### config.mk
export PLATFORM = sky130hd
export DESIGN_NAME = uart_mode_router
export DESIGN_NICKNAME = d
export VERILOG_FILES = /design/src/rtl/uart_router_pkg.sv /design/src/rtl/urt_ctrl_reg.sv /design/src/rtl/urt_line_route.sv /design/src/rtl/urt_cpu_route.sv /design/src/rtl/uart_mode_router.sv
export SDC_FILE = /design/constraint.sdc
export NUM_CORES = 1
export LEC_CHECK = 0
export BUFFER_PORTS_ARGS = -buffer_cell sky130_fd_sc_hd__buf_2
export CAP_MARGIN = 20
export CORE_MARGIN = 8
export CORE_UTILIZATION = 33
export DETAILED_ROUTE_END_ITERATION = 10
export HOLD_SLACK_MARGIN = 0.06
export PLACE_DENSITY = 0.85
export SETUP_SLACK_MARGIN = 0.02
export SLEW_MARGIN = 25
export SYNTH_ARGS = -nofsm -noshare
export SYNTH_HDL_FRONTEND = slang
export SYNTH_SLANG_ARGS = --single-unit
### constraint.sdc
create_clock -name clk -period 1.9 [get_ports clk]
set_clock_uncertainty 0.2 [all_clocks]
set_input_delay 0.38 -clock clk [delete_from_list [all_inputs] [get_ports clk]]
set_output_delay 0.38 -clock clk [all_outputs]
set_load 0.02 [all_outputs]
### src/rtl/uart_router_pkg.sv
package uart_router_pkg;

    typedef enum logic [1:0] {
        CHM_NORMAL = 2'd0,
        CHM_ECHO   = 2'd1,
        CHM_LOCAL  = 2'd2,
        CHM_REMOTE = 2'd3
    } chmode_e;

    localparam int CTL_W        = 9;
    localparam int CB_RX_FLUSH  = 0;
    localparam int CB_TX_FLUSH  = 1;
    localparam int CB_RX_ON     = 2;
    localparam int CB_RX_OFF    = 3;
    localparam int CB_TX_ON     = 4;
    localparam int CB_TX_OFF    = 5;
    localparam int CB_TMO_RST   = 6;
    localparam int CB_BRK_GO    = 7;
    localparam int CB_BRK_HALT  = 8;

    localparam logic [CTL_W-1:0] CTL_RESET = 9'h128;

    typedef struct packed {
        logic [CTL_W-1:0] ctrl;
        chmode_e          mode;
    } ctl_state_t;

    typedef struct packed {
        logic rx_ovr;
        logic tx_ovf;
    } evt_state_t;

endpackage

### src/rtl/urt_ctrl_reg.sv
module urt_ctrl_reg
    import uart_router_pkg::*;
(
    input  logic             clk,
    input  logic             rst_n,
    input  logic             wr_en,
    input  logic [CTL_W-1:0] wr_data,
    input  logic             mode_wr_en,
    input  logic [1:0]       mode_wr_data,
    output logic [CTL_W-1:0] ctrl_o,
    output chmode_e          mode_o,
    output logic             rx_active,
    output logic             tx_active,
    output logic             rx_flush,
    output logic             tx_flush,
    output logic             tmo_restart,
    output logic             brk_out
);

    ctl_state_t st_d, st_q;

    always_comb begin
        st_d = st_q;
        st_d.ctrl[CB_RX_FLUSH] = 1'b0;
        st_d.ctrl[CB_TX_FLUSH] = 1'b0;
        st_d.ctrl[CB_TMO_RST]  = 1'b0;
        if (wr_en) begin
            st_d.ctrl = wr_data;
        end
        if (mode_wr_en) begin
            st_d.mode = chmode_e'(mode_wr_data);
        end
    end

    always_ff @(posedge clk or negedge rst_n) begin
        if (!rst_n) begin
            st_q.ctrl <= CTL_RESET;
            st_q.mode <= CHM_NORMAL;
        end else begin
            st_q <= st_d;
        end
    end

    assign ctrl_o      = st_q.ctrl;
    assign mode_o      = st_q.mode;
    assign rx_active   = st_q.ctrl[CB_RX_ON] & ~st_q.ctrl[CB_RX_OFF];
    assign tx_active   = st_q.ctrl[CB_TX_ON] & ~st_q.ctrl[CB_TX_OFF];
    assign rx_flush    = st_q.ctrl[CB_RX_FLUSH];
    assign tx_flush    = st_q.ctrl[CB_TX_FLUSH];
    assign tmo_restart = st_q.ctrl[CB_TMO_RST];
    assign brk_out     = st_q.ctrl[CB_BRK_GO] & ~st_q.ctrl[CB_BRK_HALT];

    // self-clearing bits last one cycle unless rewritten
    p_rx_flush_selfclear_r6: assert property (@(posedge clk) disable iff (!rst_n)
        (st_q.ctrl[CB_RX_FLUSH] && !wr_en) |=> !st_q.ctrl[CB_RX_FLUSH]);
    p_tx_flush_selfclear_r6: assert property (@(posedge clk) disable iff (!rst_n)
        (st_q.ctrl[CB_TX_FLUSH] && !wr_en) |=> !st_q.ctrl[CB_TX_FLUSH]);
    // a written value is visible the next cycle
    p_ctrl_write_r6: assert property (@(posedge clk) disable iff (!rst_n)
        wr_en |=> (ctrl_o == $past(wr_data)));

endmodule

### src/rtl/urt_line_route.sv
module urt_line_route
    import uart_router_pkg::*;
#(
    parameter int DATA_W = 8
) (
    input  chmode_e           mode,
    input  logic              rx_active,
    input  logic              tx_active,
    input  logic              rx_full,
    input  logic              tx_full,
    input  logic              line_valid,
    input  logic [DATA_W-1:0] line_data,
    input  logic              line_break,
    output logic              line_ready,
    output logic              rx_push,
    output logic [DATA_W-1:0] rx_data,
    output logic              rx_ovr,
    output logic              tx_push,
    output logic [DATA_W-1:0] tx_data
);

    logic feeds_rx, feeds_tx, stall, take_rx, take_line;

    always_comb begin
        feeds_rx   = (mode == CHM_NORMAL) || (mode == CHM_ECHO);
        feeds_tx   = (mode == CHM_ECHO)   || (mode == CHM_REMOTE);
        stall      = feeds_tx && tx_active && tx_full;
        line_ready = !line_break && !stall;
        take_line  = line_valid && !line_break && !stall;
        take_rx    = (line_break || take_line) && feeds_rx && rx_active;
        rx_push    = take_rx && !rx_full;
        rx_ovr     = take_rx && rx_full;
        rx_data    = line_break ? '0 : line_data;
        tx_push    = take_line && feeds_tx && tx_active;
        tx_data    = line_data;
    end

endmodule

### src/rtl/urt_cpu_route.sv
module urt_cpu_route
    import uart_router_pkg::*;
#(
    parameter int DATA_W = 8
) (
    input  chmode_e           mode,
    input  logic              rx_active,
    input  logic              tx_active,
    input  logic              rx_full,
    input  logic              rx_empty,
    input  logic              tx_full,
    input  logic              wr_en,
    input  logic [DATA_W-1:0] wr_data,
    input  logic              rd_en,
    input  logic [DATA_W-1:0] head_data,
    output logic              rx_push,
    output logic              rx_ovr,
    output logic              tx_push,
    output logic              tx_ovf,
    output logic [DATA_W-1:0] push_data,
    output logic              pop,
    output logic [DATA_W-1:0] rd_data
);

    logic to_tx, to_rx;

    always_comb begin
        to_tx     = wr_en && (mode == CHM_NORMAL) && tx_active;
        to_rx     = wr_en && (mode == CHM_LOCAL)  && rx_active;
        tx_push   = to_tx && !tx_full;
        tx_ovf    = to_tx && tx_full;
        rx_push   = to_rx && !rx_full;
        rx_ovr    = to_rx && rx_full;
        push_data = wr_data;
        pop       = rd_en && rx_active && !rx_empty;
        rd_data   = pop ? head_data : '0;
    end

endmodule

### src/rtl/uart_mode_router.sv
module uart_mode_router
    import uart_router_pkg::*;
#(
    parameter int DATA_W     = 8,
    parameter int FIFO_DEPTH = 64,
    parameter int CNT_W      = $clog2(FIFO_DEPTH + 1)
) (
    input  logic              clk,
    input  logic              rst_n,
    input  logic              ctrl_wr_en,
    input  logic [8:0]        ctrl_wr_data,
    output logic [8:0]        ctrl_rd_data,
    input  logic              mode_wr_en,
    input  logic [1:0]        mode_wr_data,
    input  logic              line_rx_valid,
    input  logic [DATA_W-1:0] line_rx_data,
    input  logic              line_rx_break,
    output logic              line_rx_ready,
    input  logic              cpu_wr_en,
    input  logic [DATA_W-1:0] cpu_wr_data,
    input  logic              cpu_rd_en,
    output logic [DATA_W-1:0] cpu_rd_data,
    input  logic [CNT_W-1:0]  rxf_count,
    input  logic [DATA_W-1:0] rxf_pop_data,
    output logic              rxf_push,
    output logic [DATA_W-1:0] rxf_push_data,
    output logic              rxf_pop,
    output logic              rxf_flush,
    input  logic [CNT_W-1:0]  txf_count,
    output logic              txf_push,
    output logic [DATA_W-1:0] txf_push_data,
    output logic              txf_flush,
    output logic              break_out,
    output logic              timeout_restart,
    output logic              rx_overrun,
    output logic              tx_overflow
);

    localparam logic [CNT_W-1:0] FULL_CNT = CNT_W'(FIFO_DEPTH);

    chmode_e             mode;
    logic                rx_active, tx_active;
    logic                rx_full, tx_full, rx_empty;
    logic                ln_rx_push, ln_rx_ovr, ln_tx_push;
    logic [DATA_W-1:0]   ln_rx_data, ln_tx_data;
    logic                cp_rx_push, cp_rx_ovr, cp_tx_push, cp_tx_ovf;
    logic [DATA_W-1:0]   cp_data;
    evt_state_t          evt_d, evt_q;

    assign rx_full  = (rxf_count == FULL_CNT);
    assign tx_full  = (txf_count == FULL_CNT);
    assign rx_empty = (rxf_count == '0);

    urt_ctrl_reg u_ctrl (
        .clk          (clk),
        .rst_n        (rst_n),
        .wr_en        (ctrl_wr_en),
        .wr_data      (ctrl_wr_data),
        .mode_wr_en   (mode_wr_en),
        .mode_wr_data (mode_wr_data),
        .ctrl_o       (ctrl_rd_data),
        .mode_o       (mode),
        .rx_active    (rx_active),
        .tx_active    (tx_active),
        .rx_flush     (rxf_flush),
        .tx_flush     (txf_flush),
        .tmo_restart  (timeout_restart),
        .brk_out      (break_out)
    );

    urt_line_route #(.DATA_W(DATA_W)) u_line (
        .mode       (mode),
        .rx_active  (rx_active),
        .tx_active  (tx_active),
        .rx_full    (rx_full),
        .tx_full    (tx_full),
        .line_valid (line_rx_valid),
        .line_data  (line_rx_data),
        .line_break (line_rx_break),
        .line_ready (line_rx_ready),
        .rx_push    (ln_rx_push),
        .rx_data    (ln_rx_data),
        .rx_ovr     (ln_rx_ovr),
        .tx_push    (ln_tx_push),
        .tx_data    (ln_tx_data)
    );

    urt_cpu_route #(.DATA_W(DATA_W)) u_cpu (
        .mode      (mode),
        .rx_active (rx_active),
        .tx_active (tx_active),
        .rx_full   (rx_full),
        .rx_empty  (rx_empty),
        .tx_full   (tx_full),
        .wr_en     (cpu_wr_en),
        .wr_data   (cpu_wr_data),
        .rd_en     (cpu_rd_en),
        .head_data (rxf_pop_data),
        .rx_push   (cp_rx_push),
        .rx_ovr    (cp_rx_ovr),
        .tx_push   (cp_tx_push),
        .tx_ovf    (cp_tx_ovf),
        .push_data (cp_data),
        .pop       (rxf_pop),
        .rd_data   (cpu_rd_data)
    );

    // Line and processor sources reach a given FIFO only in disjoint modes.
    assign rxf_push      = ln_rx_push | cp_rx_push;
    assign rxf_push_data = cp_rx_push ? cp_data : ln_rx_data;
    assign txf_push      = ln_tx_push | cp_tx_push;
    assign txf_push_data = cp_tx_push ? cp_data : ln_tx_data;

    always_comb begin
        evt_d        = evt_q;
        evt_d.rx_ovr = ln_rx_ovr | cp_rx_ovr;
        evt_d.tx_ovf = cp_tx_ovf;
    end

    always_ff @(posedge clk or negedge rst_n) begin
        if (!rst_n) begin
            evt_q <= '0;
        end else begin
            evt_q <= evt_d;
        end
    end

    assign rx_overrun  = evt_q.rx_ovr;
    assign tx_overflow = evt_q.tx_ovf;

    // the two sources never target the RX FIFO in the same cycle
    p_single_rx_source_r3: assert property (@(posedge clk) disable iff (!rst_n)
        !(ln_rx_push && cp_rx_push));
    // nor the TX FIFO
    p_single_tx_source_r4: assert property (@(posedge clk) disable iff (!rst_n)
        !(ln_tx_push && cp_tx_push));
    // no push into a full RX FIFO; an overrun follows a full count
    p_no_push_full_r8: assert property (@(posedge clk) disable iff (!rst_n)
        rxf_push |-> (rxf_count != FULL_CNT));
    p_overrun_cause_r8: assert property (@(posedge clk) disable iff (!rst_n)
        rx_overrun |-> ($past(rxf_count) == FULL_CNT));
    // overflow only follows a processor write into a full TX FIFO
    p_overflow_cause_r9: assert property (@(posedge clk) disable iff (!rst_n)
        tx_overflow |-> ($past(txf_count) == FULL_CNT && $past(cpu_wr_en)));
    // a stalled line byte pushes nothing
    p_stall_no_push_r10: assert property (@(posedge clk) disable iff (!rst_n)
        (!line_rx_ready && !line_rx_break) |-> (!rxf_push && !txf_push));
    // an inactive receiver never pops and reads zero
    p_rd_inactive_r5: assert property (@(posedge clk) disable iff (!rst_n)
        !rx_active |-> (!rxf_pop && cpu_rd_data == '0));

endmodule

After elaboration in Yosys (flattened, before gate mapping) --
Index checks and enable logic that the tools add are counted.
Word-level totals: output and inout port bits 43, input port bits 57, word-level logic and storage cells 55, bits in registers 13
Cells by class: reduce and logical (&&, ||, !) cells 31, eq/ne operators 5, muxes and demuxes 5, bitwise gates (word level) 9
Operator list (count):
- 8-bit 2-to-1 mux | 4
- 1-bit logical AND | 21
- 7-bit equality test (second input constant) | 2
- 7-bit logical NOT | 1
- 7-bit 2-to-1 mux | 1
- 1-bit logical NOT | 5
- 2-bit equality test (second input constant) | 2
- 1-bit bitwise AND | 3
- 1-bit logical OR | 3
- 1-bit inverter | 3
- 1-bit OR | 3
- 2-bit by 1-bit equality test with 1-bit output (second input constant) | 1
- 2-bit logical NOT | 1

Longest topological paths before layout --
Gate-level depths: netlist of the first run.
depth after elaboration 11, depth in mapped cells 5, mapped depth without buffers 4

By module --
Synthesis of the first run repeated with hierarchy kept, for this count alone.
Second synthesis, totals: cell total of the unflattened synthesis 109, area total of the unflattened synthesis 1132.3 µm²
By module, submodules not included:
- urt_ctrl_reg | cells an instance 29, area an instance 466.7 µm², sequential area each 279.0 µm², times used 1
- uart_mode_router | cells an instance 29, area an instance 306.5 µm², sequential area each 50.0 µm², times used 1
- urt_cpu_route | cells an instance 25, area an instance 188.9 µm², sequential area each 0.0 µm², times used 1
- urt_line_route | cells an instance 26, area an instance 170.2 µm², sequential area each 0.0 µm², times used 1

Worst setup path after synthesis of the first run --
No wires, ideal clock.
path type register -> output, start point register u_ctrl.st_q, in the netlist u_ctrl.ctrl_o[2], end point output port rxf_push_data[0], buffers on the path 1, cell stages (with the launch flop) 6, data required time 1.320 ns, data arrival time 1.631 ns, setup slack -0.311 ns, cells stage by stage dfrtp_1 nor2b_2 or3b_4 nand2b_4 buf_6 mux2_4
Between the ends: longest elaborated chain between the ends 4
Ends and longest elaborated chain:
- from (decl) | RTL line urt_ctrl_reg.sv:20 | ctl_state_t st_d, st_q;
- from (signal assigned) | RTL line urt_ctrl_reg.sv:40 | st_q <= st_d;
- 1-bit bitwise AND | RTL line urt_ctrl_reg.sv:46 | assign rx_active = st_q.ctrl[CB_RX_ON] & ~st_q.ctrl[CB_RX_OFF];
- 1-bit logical AND | RTL line urt_cpu_route.sv:29 | to_rx = wr_en && (mode == CHM_LOCAL) && rx_active;
- 1-bit logical AND | RTL line urt_cpu_route.sv:32 | rx_push = to_rx && !rx_full;
- 8-bit 2-to-1 mux | RTL line uart_mode_router.sv:110 | assign rxf_push_data = cp_rx_push ? cp_data : ln_rx_data;
- to (decl) | RTL line uart_mode_router.sv:26 | output logic [DATA_W-1:0] rxf_push_data,
Every way passes these cells.

Worst setup path in the final report of the first run --
start point register u_ctrl.mode_o[0] (netlist name), end point output port rxf_push_data[0]
Between the ends: longest elaborated chain between the ends 5
Ends and longest elaborated chain (RTL line):
- 2-bit equality test | urt_cpu_route.sv:29
- 1-bit logical AND (2 in a row) | urt_cpu_route.sv:29
- 1-bit logical AND | urt_cpu_route.sv:32
- 8-bit 2-to-1 mux | uart_mode_router.sv:110
Every way passes these cells.

==> impl_results.rst, run 1 <==
.. list-table::
   :header-rows: 1

   * - Metric
     - Value
   * - Top-level port count
     - 100
   * - Critical setup path kind
     - flop to output port
   * - Number of clock sinks seen by CTS
     - 13
   * - Cells after synthesis
     - 90
   * - Total of warnings raised by yosys
     - 0
   * - H-tree depth reported by CTS
     - 1
   * - R2r worst-path depth
     - 5
   * - Number of nets in the final layout
     - 265
   * - IO Port Bufs
     - 99
   * - Peak Freq
     - 0.408 GHz
   * - Post-Place Cells
     - 239
   * - FP Rows
     - 20
   * - Number of antenna violations at the first check in global routing
     - 0
   * - Number of synthesized register bits
     - 13
   * - Final hold viol count
     - 0
   * - Leak
     - 1.08 nW
   * - Initial core utilization
     - 34.3%
   * - Total Neg Setup Slack
     - -10.50 ns
   * - Capturing element type of the critical path
     - output port
   * - WL per Instance
     - 15.6 um
   * - CTS tree
     - built
   * - Crit path from
     - u_ctrl.mode_o[0]
   * - WHS
     - 0.104 ns
   * - Reported max-cap violation count
     - 0
   * - Y dimension of the die
     - 72.1 um
   * - Worst Slack Setup Final
     - -0.552 ns
   * - Number of endpoints failing setup at the final stage
     - 27
   * - Filler cell count in the final layout
     - 242
   * - Maximum ir drop on the vdd rail
     - 0.000317 V
   * - Half-perimeter wire length after placement
     - 3.05 mm
   * - Minimum setup slack after placement
     - -0.546 ns
   * - First-iteration detailed-routing DRC count
     - 22
   * - Worst Setup Start Kind
     - flop
   * - Worst EP arrival
     - 1.87 ns
   * - Unique masters post-synth
     - 28
   * - Final routed DRC violation total
     - 0
   * - Outcome
     - finished, violations left
   * - RSZ-0062 raised after global routing
     - yes
   * - Placeable core region
     - 3030 um2
   * - EDFF count, synth
     - 0
   * - Failing checks
     - setup timing
   * - Aggregate routed wire length
     - 3.91 mm
   * - Final weighted congestion of routability-driven global placement
     - 0.827
   * - Number of buffers created by CTS
     - 3
   * - Share of synthesized flip-flops with an asynchronous set or reset
     - 100%
   * - Clock-pin slew on the worst setup and hold paths
     - 0.09 ns
   * - Dominant synthesized flop cell
     - sky130_fd_sc_hd__dfrtp_1
   * - Max_slew headroom
     - 71.5%
   * - PwrDens
     - 464 nW/um2
   * - Maximum clock insertion buffer count
     - 2
   * - Hold path startpoint
     - ctrl_wr_data[6]
   * - Number of global-route vias before repair
     - 1,262
   * - Drt via density
     - 4.53
   * - Detailed-route via count
     - 1,137
   * - Share of the yosys chip area belonging to registers
     - 31.7%
   * - Wire length of the first global-routing pass
     - 6.04 mm
   * - Aggregate global-route resource usage
     - 14.3%
   * - Final Instance Count excl. Fillers
     - 251
   * - Critical path fanouts, max
     - 8
   * - Mapped Nets
     - 147
   * - Data required time at the worst endpoint
     - 1.32 ns
   * - Buffer type at the clock tree root
     - sky130_fd_sc_hd__clkbuf_4
   * - Clock latency reported for the late side of the worst-skew pair
     - 0.27 ns
   * - Cell area after technology mapping
     - 1040 um2
   * - Ant. Diodes
     - 0
   * - Hold Crit Depth
     - 2
   * - Die footprint
     - 5200 um2
   * - Proportion of layout cells with a drive suffix above 1
     - 83.1%
   * - Avg Synthesized Cell Area
     - 11.5 um2
   * - Critical R2R Launch
     - u_ctrl.ctrl_o[5]
   * - PnR Total Power
     - 0.939 mW
   * - Final critical path time including I/O delays and setup
     - 2.45 ns
   * - Overflow left after global routing
     - 0
   * - Pre-antenna DRT Iters
     - 4
   * - Transition at the pin with the smallest max-transition slack
     - 0.425 ns
   * - Crit share post-route
     - 129%
   * - Die outline width
     - 72.1 um
   * - Class of the worst hold path
     - input port to flop
   * - Number of slew-limit violations in the final report
     - 0
   * - Area Overhead vs Synth
     - 94.9%
   * - Pin count of the biggest net entering global routing
     - 14
   * - Post-detailed-route count of antenna-violating nets
     - 0
-- synth_stat cells (2+ instances only) --
| cell type | number | area [um2] |
|---|---|---|
| sky130_fd_sc_hd__dfrtp_1 | 10 | 250 |
| sky130_fd_sc_hd__clkbuf_1 | 2 | 7.51 |
| sky130_fd_sc_hd__buf_4 | 3 | 22.5 |
| sky130_fd_sc_hd__nor2b_1 | 9 | 56.3 |
| sky130_fd_sc_hd__nand2b_4 | 3 | 41.3 |
| sky130_fd_sc_hd__nor4_1 | 2 | 12.5 |
| sky130_fd_sc_hd__nor3_1 | 2 | 10.0 |
| sky130_fd_sc_hd__and2_1 | 11 | 68.8 |
| sky130_fd_sc_hd__nand2_1 | 2 | 7.51 |
| sky130_fd_sc_hd__a21oi_1 | 2 | 10.0 |
| sky130_fd_sc_hd__inv_1 | 3 | 11.3 |
| sky130_fd_sc_hd__mux2_2 | 7 | 78.8 |
| sky130_fd_sc_hd__a31oi_1 | 2 | 12.5 |
| sky130_fd_sc_hd__dfstp_2 | 3 | 78.8 |
| sky130_fd_sc_hd__mux2_4 | 16 | 240 |
-- flip-flops by register name, summed over array words and instances, names as in the netlist --
register	count
rx_overrun	1
tx_overflow	1
u_ctrl.ctrl_o	9
u_ctrl.mode_o	2
-- routing by layer --
metal | GRT usage [%] | wire [um] | up-vias
met5 | 0 | 0 | -
met4 | 3.40 | 0 | 0
met3 | 3.58 | 329 | 0
met2 | 27.5 | 2120 | 51
met1 | 15.0 | 1460 | 537
li1 | - | - | 549
-- layout make-up --
cell class / count / area (um2) / share of cell area (%)
clock buffer: 4 / 26.3 / 1.30
inverter: 3 / 11.3 / 0.556
timing repair buffer: 118 / 840 / 41.5
tap: 44 / 55.1 / 2.72
sequential: 13 / 332 / 16.4
multi-input combinational: 69 / 761 / 37.6
-- per-stage QoR --
stage	cell area, um2	utilization (%)
global placement	1660	55.0
floorplan	1060	-
detailed placement	1660	55.0
finish	2020	66.9
global route	2020	66.9
CTS	2000	66.0
-- placed cells by master, fill, tap and decap left out, drive strengths merged --
cell / instances
dfstp: 3
and2: 11
nand3: 1
nor4: 2
nor3: 2
inv: 3
o21ai: 1
mux2: 23
and3b: 1
dlygate4sd3: 1
dfrtp: 10
buf: 117
nor2: 1
clkbuf: 4
nor4b: 2
nand2b: 3
nand2: 3
or3b: 1
nor2b: 10
a21oi: 3
a31oi: 2
a41o: 1
o211ai: 1
a21boi: 1
-- path summary, 6_finish.rpt --
path,slack [ns],endpoint
max,-0.55,rxf_push_data[0]
min,0.10,u_ctrl.ctrl_o[6]
max reg2reg,0.34,rx_overrun
min reg2reg,0.33,u_ctrl.ctrl_o[7]
max in group asynchronous,0.90,u_ctrl.ctrl_o[5]
min in group asynchronous,0.32,u_ctrl.ctrl_o[6]
-- cell families (layout without fill, tap and decap cells) --
logic type | count (synthesis) | after routing | synth area share [%]
AO/OA/AOI/OAI | 8 | 9 | 5.06
buffers and inverters | 9 | 125 | 5.06
multiplexers | 23 | 23 | 30.7
AND/OR/NAND/NOR | 37 | 37 | 27.5
flip-flops | 13 | 13 | 31.7
-- power by group --
group	internal (mW)	switching [mW]	leakage (nW)	total (mW)
combinational	0.243	0.205	0.906	0.448
sequential	0.302	0.0134	0.155	0.316
clock	0.0813	0.0942	0.0150	0.175
total	0.627	0.312	1.08	0.939
-- worst max-delay path, cell delays in order, from the launching register on --
cell and delay [ns]:
sky130_fd_sc_hd__dfrtp_1 0.39, sky130_fd_sc_hd__nand2b_4 0.15, sky130_fd_sc_hd__or3b_4 0.37, sky130_fd_sc_hd__nand2b_4 0.22
sky130_fd_sc_hd__mux2_4 0.33, sky130_fd_sc_hd__buf_6 0.13
-- timing repair --
action                                 4_1_cts  5_1_grt
gates resized for setup                     72        4
hold buffers                                 1        0
pin swaps                                   14        7
setup endpoints to repair                   28       28
cloned                                       1        0
endpoints found under the hold margin       13        0
setup buffers                                4        3
No activity file was read; power rests on OpenSTA's default activity.
==> run 2: changes to the inputs <==
--- a/config.mk
+++ b/config.mk
@@ -5,13 +5,14 @@
 export SDC_FILE = /design/constraint.sdc
 export NUM_CORES = 1
 export LEC_CHECK = 0
+export ABC_AREA = 1
 export BUFFER_PORTS_ARGS = -buffer_cell sky130_fd_sc_hd__buf_2
 export CAP_MARGIN = 20
 export CORE_MARGIN = 8
-export CORE_UTILIZATION = 33
+export CORE_UTILIZATION = 32
 export DETAILED_ROUTE_END_ITERATION = 10
-export HOLD_SLACK_MARGIN = 0.06
-export PLACE_DENSITY = 0.85
+export HOLD_SLACK_MARGIN = 0.12
+export PLACE_DENSITY_LB_ADDON = 0.05
 export SETUP_SLACK_MARGIN = 0.02
 export SLEW_MARGIN = 25
 export SYNTH_ARGS = -nofsm -noshare
==> impl_results.rst, run 2 <==
.. list-table::
   :header-rows: 1

   * - Metric
     - Value
   * - Final instance area
     - 2240 um2
   * - Avg Synthesized Cell Area
     - 7.02 um2
   * - IO Port Bufs
     - 99
   * - First-iteration detailed-routing DRC count
     - 76
   * - Clock-pin slew on the worst setup and hold paths
     - 0.07 ns
   * - Endpoint of the worst hold-timing path
     - u_ctrl.mode_o[0]
   * - Critical path fanouts, max
     - 5
   * - Detailed-routed wire length on met3
     - 496 um
   * - Critical setup path kind
     - flop to output port
   * - Most common cell after layout, fill and taps aside
     - sky130_fd_sc_hd__buf_2
   * - R2r worst-path depth
     - 14
   * - Number of nets in the final layout
     - 329
   * - Number of clock sinks seen by CTS
     - 13
   * - Final weighted congestion of routability-driven global placement
     - 0.793
   * - CTS tree
     - built
   * - Crit share post-route
     - 114%
   * - Cell area after technology mapping
     - 982 um2
   * - Final Core Density
     - 75.1%
   * - Final critical path time including I/O delays and setup
     - 2.16 ns
   * - Transition at the pin with the smallest max-transition slack
     - 0.349 ns
   * - Wire length of the first global-routing pass
     - 6.50 mm
   * - Die outline width
     - 71.4 um
   * - Maximum clock insertion buffer count
     - 2
   * - Hold Crit Depth
     - 2
   * - Ant. Diodes
     - 0
   * - Cell area reported after detailed placement
     - 1580 um2
   * - Top cells by instance count after synthesis
     - sky130_fd_sc_hd__nand2_1 (41), sky130_fd_sc_hd__nand3_1 (25), sky130_fd_sc_hd__inv_1 (16), sky130_fd_sc_hd__nor2_1 (11), sky130_fd_sc_hd__dfrtp_1 (10)
   * - Buffer type at the clock tree root
     - sky130_fd_sc_hd__clkbuf_4
   * - Critical R2R Launch
     - u_ctrl.ctrl_o[5]
   * - Outcome
     - finished, violations left
   * - Number of antenna violations at the first check in global routing
     - 0
   * - RSZ-0062 raised after global routing
     - yes
   * - Worst Slack Setup Final
     - -0.260 ns
   * - Max_slew headroom
     - 76.6%
   * - Final routed DRC violation total
     - 0
   * - EDFF count, synth
     - 0
   * - Peak Freq
     - 0.463 GHz
   * - Total of warnings raised by yosys
     - 0
   * - Die footprint
     - 5100 um2
   * - Clock latency reported for the late side of the worst-skew pair
     - 0.27 ns
   * - Half-perimeter wire length after placement
     - 2.94 mm
   * - H-tree depth reported by CTS
     - 1
   * - Unique masters post-synth
     - 22
   * - Uppermost layer routed
     - met4
   * - PwrDens
     - 422 nW/um2
   * - Flip-flop count of the largest register after layout
     - 9
   * - Synth top area cells
     - sky130_fd_sc_hd__dfrtp_1 (25%), sky130_fd_sc_hd__nand2_1 (16%), sky130_fd_sc_hd__nand3_1 (13%)
   * - Number of global-route vias before repair
     - 1,425
   * - Proportion of layout cells with a drive suffix above 1
     - 72.3%
   * - Top-count cell post-synth
     - sky130_fd_sc_hd__nand2_1
   * - Aggregate global-route resource usage
     - 15.3%
   * - Aggregate routed wire length
     - 4.55 mm
   * - Cell type with the highest aggregate area in the netlist
     - sky130_fd_sc_hd__dfrtp_1
   * - Mapped Nets
     - 197
   * - Top library cells by usage in the layout, fill and taps aside
     - sky130_fd_sc_hd__buf_2 (71), sky130_fd_sc_hd__buf_6 (25), sky130_fd_sc_hd__nand2_1 (23), sky130_fd_sc_hd__buf_4 (23), sky130_fd_sc_hd__nand3_2 (16)
   * - WL per Instance
     - 15.0 um
   * - Dominant synthesized flop cell
     - sky130_fd_sc_hd__dfrtp_1
   * - Initial core utilization
     - 33.0%
   * - Y dimension of the die
     - 71.4 um
   * - Share of synthesized flip-flops with an asynchronous set or reset
     - 100%
   * - Post-detailed-route count of antenna-violating nets
     - 0
   * - FP Rows
     - 20
   * - Number of slew-limit violations in the final report
     - 0
   * - Data required time at the worst endpoint
     - 1.32 ns
   * - Worst EP arrival
     - 1.58 ns
   * - Internal reg-to-reg setup slack
     - -0.06 ns
   * - Worst Setup Start Kind
     - flop
   * - M1 wire length
     - 1.72 mm
   * - Share of the yosys chip area belonging to registers
     - 33.5%
   * - Placeable core region
     - 2980 um2
   * - Number of buffers created by CTS
     - 3
   * - Detailed-route via count
     - 1,467
   * - Reported max-cap violation count
     - 0
   * - Pre-antenna DRT Iters
     - 5
   * - Top-level port count
     - 100
   * - Hold path startpoint
     - mode_wr_en
   * - Cells after synthesis
     - 140
   * - Leak
     - 1.17 nW
   * - Pin count of the biggest net entering global routing
     - 14
   * - Capturing element type of the critical path
     - output port
   * - Number of synthesized register bits
     - 13
   * - Final hold viol count
     - 0
   * - Overflow left after global routing
     - 0
   * - Maximum ir drop on the vdd rail
     - 0.000527 V
   * - Failing checks
     - setup timing
   * - Number of endpoints failing setup at the final stage
     - 29
   * - Capture point of the worst reg-to-reg path
     - rx_overrun
   * - Drt via density
     - 4.83
   * - Class of the worst hold path
     - input port to flop
   * - Area Overhead vs Synth
     - 128%
   * - Area fraction of the dominant cell type after synthesis
     - 25.5%
   * - Met2 WL post-DR
     - 2.28 mm
==> run 2: cell count changes after synthesis, sizes merged, moves of 5 or more <==
cell | before | now
inv | 3 | 18
o21ai | 1 | 6
nor3b | 0 | 8
nand3 | 1 | 25
nor2b | 10 | 0
nand2 | 3 | 44
and2 | 11 | 0
nor2 | 1 | 11
mux2 | 23 | 4
==> run 2: repair_timing <==
action,CTS,global route
setup endpoints to repair,28,29
pin swaps,20,15
hold buffers,8,0
gates cloned,2,1
buffers inserted,8,4
resized for setup,56,63
endpoints found under the hold margin,20,0
==> run 2: report_power, final <==
part,switching [mW],leakage [nW],internal [mW],total [mW]
sequential,0.0160,0.155,0.301,0.317
clock,0.0827,0.0150,0.0813,0.164
combinational,0.246,0.996,0.216,0.462
total,0.344,1.17,0.599,0.943
==> run 2: cells by family (layout without fill, tap and decap cells) <==
| group | after synthesis | after routing | synth area share [%] |
|---|---|---|---|
| multiplexers | 4 | 4 | 4.59 |
| AND/OR/NAND/NOR | 92 | 95 | 47.4 |
| flip-flops | 13 | 13 | 33.5 |
| AO/OA/AOI/OAI | 8 | 8 | 4.59 |
| buffers and inverters | 23 | 151 | 9.94 |
==> run 2: worst max path at each step <==
stage / startpoint / end / slack [ns] / cells after the start
floorplan: u_ctrl.ctrl_o[2] / cpu_rd_data[0] / -0.003 / 4
global placement: u_ctrl.ctrl_o[3] / rxf_push_data[7] / -0.02 / 9
finish: u_ctrl.mode_o[0] / rxf_push_data[7] / -0.26 / 7
global route: u_ctrl.ctrl_o[3] / rxf_push_data[7] / -0.34 / 9
CTS: u_ctrl.ctrl_o[3] / rxf_push_data[7] / -0.22 / 9
detailed placement: u_ctrl.ctrl_o[3] / rxf_push_data[7] / -0.02 / 9
==> run 2: cell type report <==
| cell class | count | area, um2 |
|---|---|---|
| clock buffers | 4 | 26.3 |
| flip-flops and latches | 13 | 332 |
| fillers | 240 | 741 |
| multi-input cells | 107 | 857 |
| repair buffers | 128 | 910 |
| well taps | 33 | 41.3 |
| inverters | 19 | 71.3 |
==> run 2: metal layers <==
layer | track usage, % | up-vias
li1 | - | 721
met1 | 16.8 | 663
met2 | 26.2 | 77
met3 | 7.81 | 6
met4 | 2.31 | 0
met5 | 0 | -
==> run 2: worst max-delay path, stage by stage (launching register included) <==
cell and delay, ns:
sky130_fd_sc_hd__dfrtp_1 0.41, sky130_fd_sc_hd__inv_2 0.10, sky130_fd_sc_hd__nand4_1 0.13, sky130_fd_sc_hd__inv_2 0.15, sky130_fd_sc_hd__nand2_4 0.10, sky130_fd_sc_hd__buf_6 0.13, sky130_fd_sc_hd__o21ai_2 0.16, sky130_fd_sc_hd__buf_6 0.14
==> run 2: through the flow <==
stage | power, mW | setup WS (ns) | hold WS (ns) | instances | setup TNS (ns)
floorplan | 0.498 | -0.00349 | -0.116 | 140 | -0.0279
global placement | 0.643 | -0.0230 | 0.0788 | 277 | -0.0230
detailed placement | 0.644 | -0.0235 | 0.0782 | 277 | -0.0291
CTS | 0.895 | -0.222 | 0.127 | 299 | -4.66
global route | 1.00 | -0.340 | 0.127 | 304 | -6.56
finish | 0.943 | -0.260 | 0.132 | 304 | -4.34
